### config.mk
export PLATFORM = sky130hd
export DESIGN_NAME = inbound_req_dispatcher
export DESIGN_NICKNAME = d
export VERILOG_FILES = /design/src/rtl/ird_pkg.sv /design/src/rtl/ird_classify.sv /design/src/rtl/ird_ctx_table.sv /design/src/rtl/inbound_req_dispatcher.sv
export SDC_FILE = /design/constraint.sdc
export NUM_CORES = 1
export LEC_CHECK = 0
export ABC_CLOCK_PERIOD_IN_PS = 5200
export BUFFER_PORTS_ARGS = -buffer_cell sky130_fd_sc_hd__clkbuf_2
export CAP_MARGIN = 10
export CELL_PAD_IN_SITES_DETAIL_PLACEMENT = 0
export CELL_PAD_IN_SITES_GLOBAL_PLACEMENT = 1
export CORE_AREA = 2 2 132 134
export CTS_BUF_LIST = sky130_fd_sc_hd__clkbuf_16
export DETAILED_ROUTE_END_ITERATION = 16
export DIE_AREA = 0 0 134 136
export PLACE_DENSITY = 0.93
export SETUP_SLACK_MARGIN = 0.5
export SYNTH_ARGS = -nofsm -noshare
export SYNTH_HDL_FRONTEND = slang
export SYNTH_HIERARCHICAL = 1
export SYNTH_SLANG_ARGS = --single-unit
### constraint.sdc
create_clock -name clk -period 5.2 [get_ports clk]
set_input_delay 1.04 -clock clk [delete_from_list [all_inputs] [get_ports clk]]
set_output_delay 1.04 -clock clk [all_outputs]
set_load 0.1 [all_outputs]
### src/rtl/ird_pkg.sv
package ird_pkg;

    typedef enum logic [3:0] {
        K_CFG_RD = 4'd0,
        K_CFG_WR = 4'd1,
        K_MEM_RD = 4'd2,
        K_MEM_WR = 4'd3,
        K_IO_RD  = 4'd4,
        K_IO_WR  = 4'd5,
        K_RD_CPL = 4'd6,
        K_MSG    = 4'd7
    } kind_e;

    typedef enum logic [1:0] {
        DST_CFG = 2'd0,
        DST_REG = 2'd1,
        DST_DMA = 2'd2,
        DST_MSG = 2'd3
    } dest_e;

    localparam int CR_W     = 6;
    localparam int CR_PHDR  = 0;
    localparam int CR_PDAT  = 1;
    localparam int CR_NPHDR = 2;
    localparam int CR_NPDAT = 3;
    localparam int CR_CHDR  = 4;
    localparam int CR_CDAT  = 5;

    typedef struct packed {
        logic [CR_W-1:0] credits;
        dest_e           dest;
        logic            is_write;
        logic            needs_cpl;
        logic            cpl_data;
        logic            be_matters;
        logic            bad;
    } class_t;

endpackage

### src/rtl/ird_classify.sv
module ird_classify
    import ird_pkg::*;
(
    input  logic [3:0] kind,
    output class_t     cls
);

    always_comb begin
        cls = '0;
        cls.dest = DST_CFG;
        case (kind_e'(kind))
            K_CFG_RD: begin
                cls.credits[CR_NPHDR] = 1'b1;
                cls.needs_cpl = 1'b1;
                cls.cpl_data = 1'b1;
                cls.be_matters = 1'b1;
            end
            K_CFG_WR: begin
                cls.credits[CR_NPHDR] = 1'b1;
                cls.credits[CR_NPDAT] = 1'b1;
                cls.is_write = 1'b1;
                cls.needs_cpl = 1'b1;
                cls.be_matters = 1'b1;
            end
            K_MEM_RD, K_IO_RD: begin
                cls.credits[CR_NPHDR] = 1'b1;
                cls.dest = DST_REG;
                cls.needs_cpl = 1'b1;
                cls.cpl_data = 1'b1;
                cls.be_matters = 1'b1;
            end
            K_MEM_WR: begin
                cls.credits[CR_PHDR] = 1'b1;
                cls.credits[CR_PDAT] = 1'b1;
                cls.dest = DST_REG;
                cls.is_write = 1'b1;
                cls.be_matters = 1'b1;
            end
            K_IO_WR: begin
                cls.credits[CR_NPHDR] = 1'b1;
                cls.credits[CR_NPDAT] = 1'b1;
                cls.dest = DST_REG;
                cls.is_write = 1'b1;
                cls.needs_cpl = 1'b1;
                cls.be_matters = 1'b1;
            end
            K_RD_CPL: begin
                cls.credits[CR_CHDR] = 1'b1;
                cls.credits[CR_CDAT] = 1'b1;
                cls.dest = DST_DMA;
            end
            K_MSG: begin
                cls.credits[CR_PHDR] = 1'b1;
                cls.dest = DST_MSG;
            end
            default: begin
                cls.bad = 1'b1;
            end
        endcase
    end

endmodule

### src/rtl/ird_ctx_table.sv
module ird_ctx_table #(
    parameter int ENTRY_W = 28,
    parameter int DEPTH   = 4
) (
    input  logic               clk,
    input  logic               rst_n,
    input  logic               push,
    input  logic [ENTRY_W-1:0] push_entry,
    input  logic               pop,
    output logic [ENTRY_W-1:0] head_entry,
    output logic               head_valid,
    output logic               full
);

    localparam int PTR_W = (DEPTH > 1) ? $clog2(DEPTH) : 1;
    localparam int CNT_W = $clog2(DEPTH + 1);

    typedef struct packed {
        logic [DEPTH-1:0][ENTRY_W-1:0] slots;
        logic [PTR_W-1:0]              wr;
        logic [PTR_W-1:0]              rd;
        logic [CNT_W-1:0]              cnt;
    } tbl_t;

    tbl_t tbl_d, tbl_q;

    function automatic logic [PTR_W-1:0] bump(input logic [PTR_W-1:0] p);
        return (p == PTR_W'(DEPTH - 1)) ? '0 : p + 1'b1;
    endfunction

    always_comb begin
        tbl_d = tbl_q;
        if (push) begin
            tbl_d.slots[tbl_q.wr] = push_entry;
            tbl_d.wr = bump(tbl_q.wr);
        end
        if (pop) begin
            tbl_d.rd = bump(tbl_q.rd);
        end
        case ({push, pop})
            2'b10:   tbl_d.cnt = tbl_q.cnt + 1'b1;
            2'b01:   tbl_d.cnt = tbl_q.cnt - 1'b1;
            default: tbl_d.cnt = tbl_q.cnt;
        endcase
    end

    always_ff @(posedge clk) begin
        if (!rst_n) tbl_q <= '0;
        else        tbl_q <= tbl_d;
    end

    assign head_entry = tbl_q.slots[tbl_q.rd];
    assign head_valid = (tbl_q.cnt != '0);
    assign full       = (tbl_q.cnt == CNT_W'(DEPTH));


    push_full_chk: assert property (@(posedge clk) disable iff (!rst_n)
        push |-> !full);


    pop_empty_chk: assert property (@(posedge clk) disable iff (!rst_n)
        pop |-> head_valid);


    cnt_bound_chk: assert property (@(posedge clk) disable iff (!rst_n)
        tbl_q.cnt <= CNT_W'(DEPTH));

endmodule

### src/rtl/inbound_req_dispatcher.sv
module inbound_req_dispatcher
    import ird_pkg::*;
#(
    parameter int RID_W  = 16,
    parameter int TAG_W  = 8,
    parameter int ATTR_W = 2,
    parameter int BE_W   = 4,
    parameter int DATA_W = 32,
    parameter int DEPTH  = 4
) (
    input  logic              clk,
    input  logic              rst_n,
    input  logic              in_valid,
    output logic              in_ready,
    input  logic [3:0]        in_kind,
    input  logic [RID_W-1:0]  in_rid,
    input  logic [TAG_W-1:0]  in_tag,
    input  logic [ATTR_W-1:0] in_attr,
    input  logic [BE_W-1:0]   in_be,
    output logic              credit_valid,
    output logic [CR_W-1:0]   credit_mask,
    output logic              disp_valid,
    output logic [1:0]        disp_dest,
    output logic              disp_write,
    output logic              err_unsupported,
    input  logic              rsp_valid,
    input  logic [DATA_W-1:0] rsp_data,
    output logic              cpl_valid,
    output logic [RID_W-1:0]  cpl_rid,
    output logic [TAG_W-1:0]  cpl_tag,
    output logic [ATTR_W-1:0] cpl_attr,
    output logic              cpl_has_data,
    output logic [DATA_W-1:0] cpl_data
);

    localparam int ENTRY_W = RID_W + TAG_W + ATTR_W + 2;

    typedef struct packed {
        logic [RID_W-1:0]  rid;
        logic [TAG_W-1:0]  tag;
        logic [ATTR_W-1:0] attr;
        logic              with_data;
        logic              no_access;
    } ctx_t;

    typedef struct packed {
        logic              credit_valid;
        logic [CR_W-1:0]   credit_mask;
        logic              disp_valid;
        dest_e             disp_dest;
        logic              disp_write;
        logic              err;
        logic              cpl_valid;
        logic [RID_W-1:0]  cpl_rid;
        logic [TAG_W-1:0]  cpl_tag;
        logic [ATTR_W-1:0] cpl_attr;
        logic              cpl_has_data;
        logic [DATA_W-1:0] cpl_data;
    } out_t;

    class_t cls;
    ctx_t   push_ctx, head_ctx;
    logic   tbl_full, head_valid, accept, zero_len, push, pop;
    logic [ENTRY_W-1:0] head_raw;
    out_t   st_d, st_q;

    ird_classify i_classify (
        .kind (in_kind),
        .cls  (cls)
    );

    ird_ctx_table #(
        .ENTRY_W (ENTRY_W),
        .DEPTH   (DEPTH)
    ) i_ctx_table (
        .clk        (clk),
        .rst_n      (rst_n),
        .push       (push),
        .push_entry (push_ctx),
        .pop        (pop),
        .head_entry (head_raw),
        .head_valid (head_valid),
        .full       (tbl_full)
    );

    assign head_ctx = ctx_t'(head_raw);
    assign in_ready = !tbl_full || !cls.needs_cpl;
    assign accept   = in_valid && in_ready;
    assign zero_len = cls.be_matters && (in_be == '0);
    assign push     = accept && !cls.bad && cls.needs_cpl;
    assign pop      = head_valid && (head_ctx.no_access || rsp_valid);

    always_comb begin
        push_ctx.rid       = in_rid;
        push_ctx.tag       = in_tag;
        push_ctx.attr      = in_attr;
        push_ctx.with_data = cls.cpl_data;
        push_ctx.no_access = zero_len;
    end

    always_comb begin
        st_d = '0;
        st_d.disp_dest    = cls.dest;
        st_d.credit_valid = accept && !cls.bad;
        st_d.credit_mask  = (accept && !cls.bad) ? cls.credits : '0;
        st_d.disp_valid   = accept && !cls.bad && !zero_len;
        st_d.disp_write   = cls.is_write;
        st_d.err          = accept && cls.bad;
        st_d.cpl_valid    = pop;
        if (pop) begin
            st_d.cpl_rid      = head_ctx.rid;
            st_d.cpl_tag      = head_ctx.tag;
            st_d.cpl_attr     = head_ctx.attr;
            st_d.cpl_has_data = head_ctx.with_data;
            st_d.cpl_data     = (head_ctx.with_data && !head_ctx.no_access)
                                ? rsp_data : '0;
        end
    end

    always_ff @(posedge clk) begin
        if (!rst_n) st_q <= '0;
        else        st_q <= st_d;
    end

    assign credit_valid    = st_q.credit_valid;
    assign credit_mask     = st_q.credit_mask;
    assign disp_valid      = st_q.disp_valid;
    assign disp_dest       = st_q.disp_dest;
    assign disp_write      = st_q.disp_write;
    assign err_unsupported = st_q.err;
    assign cpl_valid       = st_q.cpl_valid;
    assign cpl_rid         = st_q.cpl_rid;
    assign cpl_tag         = st_q.cpl_tag;
    assign cpl_attr        = st_q.cpl_attr;
    assign cpl_has_data    = st_q.cpl_has_data;
    assign cpl_data        = st_q.cpl_data;


    bad_drop_chk: assert property (@(posedge clk) disable iff (!rst_n)
        err_unsupported |-> !credit_valid && !disp_valid);


    nodata_zero_chk: assert property (@(posedge clk) disable iff (!rst_n)
        cpl_valid && !cpl_has_data |-> cpl_data == '0);


    credit_shape_chk: assert property (@(posedge clk) disable iff (!rst_n)
        credit_valid |-> credit_mask != '0 && $countones(credit_mask) <= 2);


    stray_rsp_chk: assert property (@(posedge clk) disable iff (!rst_n)
        rsp_valid && !head_valid |=> !cpl_valid);


    zero_nodisp_chk: assert property (@(posedge clk) disable iff (!rst_n)
        in_valid && in_ready && in_be == '0 && in_kind <= 4'd5 |=> !disp_valid);

endmodule

# After elaboration in Yosys (flattened, before gate mapping)
# Index checks and enable logic that the tools add are counted.
# W data, S select, Z words.
[totals] reg_bits=191 latch_bits=0 romBits=0 in_bits=70 out_inout_bits=73 wordCells=86 ramBits=0 mem_count=0
[op_classes] shifts=0 bitwise_logic=0 n_reduce_logical=30 magnitude_cmp=3 addsub=4 muxes=18 div_mod_pow=0 n_eq_ne=12 n_mul=0
[op_table] operator="$bwmux W112" n=1
[op_table] operator="$bmux W28 S2" n=1
[op_table] operator="$demux W28 S2" n=1
[op_table] operator="$mux W28" n=2
[op_table] operator="$eq A4 B3 Y1 const B" n=4
[op_table] operator="$logic_and A1 B1 Y1" n=9
[op_table] operator="$eq A4 B2 Y1 const B" n=2
[op_table] operator="$logic_not A4 Y1" n=2
[op_table] operator="$mux W1" n=8
[op_table] operator="$reduce_or A8 Y1" n=1
[op_table] operator="$eq A2 B2 Y1 const B" n=3
[op_table] operator="$lt A2 B3 Y1 const B" n=2
[op_table] operator="$mux W2" n=3
[op_table] operator="$pmux W2 S3" n=1
[op_table] operator="$pmux W3 S2" n=1
[op_table] operator="$reduce_or A3 Y1" n=2
[op_table] operator="$reduce_or A6 Y1" n=1
[op_table] operator="$reduce_or A5 Y1" n=1
[op_table] operator="$add A2 B1 Y2 const B" n=2
[op_table] operator="$eq A4 B1 Y1 const B" n=1
[op_table] operator="$logic_not A1 Y1" n=4
[op_table] operator="$reduce_and A2 Y1" n=2
[op_table] operator="$reduce_or A2 Y1" n=2
[op_table] operator="$reduce_or A4 Y1" n=1
[op_table] operator="other kinds (9)" n=10

# Logic depth before layout (Yosys ltp)
[depth] ltp_word=10 ltp_mapped=11 ltp_nobuf=9

# Hierarchy
# The synthesis kept the hierarchy.
[modules_own_cells] module="ird_ctx_table" n_inst=1 seq_area_each_um2=2382.3 area_per_inst_um2=5257.5 cells_per_inst=561
[modules_own_cells] module="inbound_req_dispatcher" n_inst=1 seq_area_each_um2=1441.4 area_per_inst_um2=2011.9 cells_per_inst=159
[modules_own_cells] module="ird_classify" n_inst=1 seq_area_each_um2=0.0 area_per_inst_um2=121.4 cells_per_inst=20

# Worst setup path after synthesis
# OpenSTA, ideal clock, no wires.
[synth_path] kind="in2reg" startpoint="input port in_kind[1]" endpoint="register i_ctx_table/tbl_q[2] in the netlist's numbering" path_slack_ps=2037 path_buffers=2 arrival_time_ps=3087 setup_time_ps=76 stages=11 required_time_ps=5124 path_cell_list="buf_2 o21a_1 nor2_1 nor4bb_1 buf_4 inv_1 ha_1 fa_1 xnor2_1 or3_1 a21boi_0"
[synth_rtl] item="from (decl)" line_no="inbound_req_dispatcher.sv:15" source="input logic [3:0] in_kind,"
[synth_rtl] item="to (signal assigned)" line_no="ird_ctx_table.sv:49" source="else tbl_q <= tbl_d;"
[synth_rtl] item="to (decl)" line_no="ird_ctx_table.sv:25" source="tbl_t tbl_d, tbl_q;"

==> flow_summary.ini <==
[global_routing]
grt_max_degree = 125
groute.usage.overall = 0.185
total_gr_overflow = 0
grt_first_pass_wirelength_um = 26200
grt_pass1_vias = 5060
grt_antenna_before_repair = 0

[cts]
post-cts-setup-buffer-count = 0
cts_max_level = 4
cts.repair.resized = 0
clock_sink_count = 191
cts_inserted_buffers = 17
path_clk_slew_ps = 70
clock-root-buffer = sky130_fd_sc_hd__clkbuf_16
cts_tree = yes
cts_hold_buffers = 0
cts.path.max_buffers = 2
clkLatencyLatePin_ps = 430

[logic_synthesis]
syn_inst = 740
yosysSeqAreaShare = 0.517
mappedNetlistArea_um2 = 7390
synth.avg_cell_area_um2 = 9.99
ys.warnings.count = 6
synth_seq_cells = 191
post_synth_main_area_contributors = sky130_fd_sc_hd__dfxtp_1, sky130_fd_sc_hd__nand2_1, sky130_fd_sc_hd__mux4_2, sky130_fd_sc_hd__and2_1, sky130_fd_sc_hd__a21boi_1
post-synth-top-area-cell = sky130_fd_sc_hd__dfxtp_1
post_synth_num_cell_types = 36
synth_top_area_frac = 0.517
synth_nets = 817

[sta]
fmax_mhz = 324
grt_setup_unrepaired = false
tightest_slew_ps = 1060
finalSetupViolCount = 0
hold_violations = 0
finalCriticalPeriod_ps = 3080
finalClockSkew_ps = 6.95
fin_tns_setup_ps = 0
maxSlewViolCount = 0
min_period_over_period = 0.593
slew-limit-headroom = 0.296

[die]
initial_utilization = 0.438
io_pins = 143
floorplan.die.height_um = 136
die_width_um = 134
floorplan.core_area_um2 = 16900
fp.dieArea_um2 = 18200
floorplan.rows = 48

[setup_path]
worst-path-max-fanout = 30
critPathArrivalTime_ps = 3430
cpPeakStageDelay_ps = 620
chain_of_cells_forming_the_critical_path = buf_4 -> mux4_2 -> nor2_1 -> nor2b_1 -> ha_1 -> fa_1 -> xnor2_1 -> or3_1 -> a21boi_0
path_class = reg2reg
setup.worst_path.end_class = flip-flop
kind_of_start_point_of_the_critical_path = flip-flop
cp_max_stage_cell = sky130_fd_sc_hd__mux4_2
required_ps = 5550

[detailed_routing]
drt_iter0_drc = 320
wl_um = 16300
postRouteAntennaNets = 0
num_vias = 5230
number_of_optimization_iterations_in_the_first_detailed_route_pass = 4
routed_wire_length_per_instance_um = 14.9
route.detailed.vias_per_inst = 4.77
drc = 0

[pwr]
power_report.internal_total_mw = 2.36
clkPwrFrac = 0.446
power_frac_seq = 0.488
power.net_switching_mw = 0.684
max-vdd-ir-drop_uv = 245
power_density_nw_per_um2 = 349
pwr-share-comb = 0.065
p_total_mw = 3.04
leakagePower_nw = 3.39
power.switching_fraction = 0.225

[final_layout]
areaGrowthSynthToFinish_pct = 18.1
fraction_of_layout_cells_with_a_size_suffix_above_1 = 0.248
diodes = 0
layout_commonest_cell = sky130_fd_sc_hd__nand2_1
final_nets = 935
final_area_um2 = 8730
layout.cells.most_common_list = sky130_fd_sc_hd__nand2_1, sky130_fd_sc_hd__dfxtp_1, sky130_fd_sc_hd__clkbuf_2

[outcome]
run_status = finished, final reports clean

[place]
placed_cell_area_um2 = 8110
place_congestion = 0.717
portBuffers = 142
post-dp-hpwl_um = 9780

[flow_run]
maxCapViolCount = 0

[worst_hold_path]
worstHoldPathType = reg2reg
## cell families after synthesis
| kind of cell | synth area share |
|---|---|
| multiplexers | 0.0912 |
| adder cells (fa/ha/maj) | 0.0129 |
| AO/OA/AOI/OAI | 0.120 |
| flip-flops | 0.517 |
| buffers and inverters | 0.0476 |
| XOR/XNOR | 0.00237 |
| AND/OR/NAND/NOR | 0.209 |
## sequential cells by signal (all words and copies together), names as in the netlist, 2 cells and up
signal	flops
cpl_tag	8
cpl_attr	2
credit_mask	6
cpl_rid	16
cpl_data	32
disp_dest	2
i_ctx_table/tbl_q	119
## path summary, 6_finish.rpt
kind | cells after the start | to | slack, ps | start
min | 2 | i_ctx_table/tbl_q[84] | 450 | i_ctx_table/tbl_q[84]
min reg2reg | 2 | i_ctx_table/tbl_q[84] | 450 | i_ctx_table/tbl_q[84]
max reg2reg | 9 | i_ctx_table/tbl_q[2] | 2120 | i_ctx_table/tbl_q[4]
max | 9 | i_ctx_table/tbl_q[2] | 2120 | i_ctx_table/tbl_q[4]
## synthesized netlist by cell type
master	n
sky130_fd_sc_hd__nor3b_1	2
sky130_fd_sc_hd__and2_1	74
sky130_fd_sc_hd__or3_1	2
sky130_fd_sc_hd__buf_12	1
sky130_fd_sc_hd__a211oi_1	1
sky130_fd_sc_hd__and4_1	1
sky130_fd_sc_hd__buf_4	8
sky130_fd_sc_hd__o21ai_0	1
sky130_fd_sc_hd__nor4_1	1
sky130_fd_sc_hd__xnor2_1	2
sky130_fd_sc_hd__o21a_1	1
sky130_fd_sc_hd__buf_6	11
sky130_fd_sc_hd__nor2b_2	1
sky130_fd_sc_hd__ha_1	6
sky130_fd_sc_hd__fa_1	1
sky130_fd_sc_hd__nor2_1	6
sky130_fd_sc_hd__nor2_4	1
sky130_fd_sc_hd__dfxtp_1	191
sky130_fd_sc_hd__mux2i_1	4
sky130_fd_sc_hd__mux4_1	1
sky130_fd_sc_hd__nor4bb_1	1
sky130_fd_sc_hd__inv_1	3
sky130_fd_sc_hd__and3b_1	2
sky130_fd_sc_hd__buf_2	16
sky130_fd_sc_hd__clkbuf_1	15
sky130_fd_sc_hd__a21oi_1	3
sky130_fd_sc_hd__a21boi_1	60
sky130_fd_sc_hd__nor3_4	1
sky130_fd_sc_hd__nor3_1	2
sky130_fd_sc_hd__nor2b_1	7
sky130_fd_sc_hd__nand2b_1	1
sky130_fd_sc_hd__a21boi_0	53
sky130_fd_sc_hd__nand2_2	5
sky130_fd_sc_hd__nand2_1	227
sky130_fd_sc_hd__mux4_2	27
sky130_fd_sc_hd__and4b_1	1
## area by class of cell
| class | count | area (um^2) |
|---|---|---|
| inverters | 3 | 11.3 |
| flip-flops and latches | 191 | 3820 |
| repair buffers | 150 | 771 |
| multi-input cells | 495 | 3220 |
| clock inverters | 15 | 190 |
| well taps | 225 | 282 |
| fillers | 1581 | 8150 |
| clock buffers | 17 | 425 |
## metrics by stage
stage | util | std cells | worst slack [ps] | hold slack [ps]
final | 0.517 | 1096 | 2120 | 450
after detailed placement | 0.481 | 1064 | 1850 | 442
after CTS | 0.517 | 1096 | 2060 | 451
after global routing | 0.517 | 1096 | 1940 | 473
after floorplan | - | 740 | 2040 | 430
after global placement | 0.481 | 1064 | 1890 | 439
## power by group through the flow
stage / Clock [mW] / Combinational [mW] / Sequential, mW
2_1_floorplan: 0 / 0.108 / 1.55
3_3_place_gp: 0 / 0.200 / 1.52
3_5_place_dp: 0 / 0.201 / 1.52
4_1_cts: 1.38 / 0.202 / 1.49
5_1_grt: 1.43 / 0.217 / 1.49
6_report: 1.36 / 0.199 / 1.49
## metal layers
metal | up-vias | wire (um) | track usage
li1 | 2657 | - | -
met5 | - | 0 | 0
met2 | 79 | 8170 | 0.321
met1 | 2477 | 7320 | 0.230
met4 | 0 | 263 | 0.0739
met3 | 17 | 526 | 0.0343
## critical path: cells and delay by family (launching register included)
| kind | cells | cell delay (ps) |
|---|---|---|
| and+or+nand+nor | 3 | 660 |
| muxes | 1 | 620 |
| adders and majority gates | 2 | 620 |
| buffers and inverters | 1 | 490 |
| DFF | 1 | 310 |
| AOI/OAI and AO/OA | 1 | 160 |
| xor gates and xnor gates | 1 | 140 |
No activity file was read; power rests on OpenSTA's default activity.
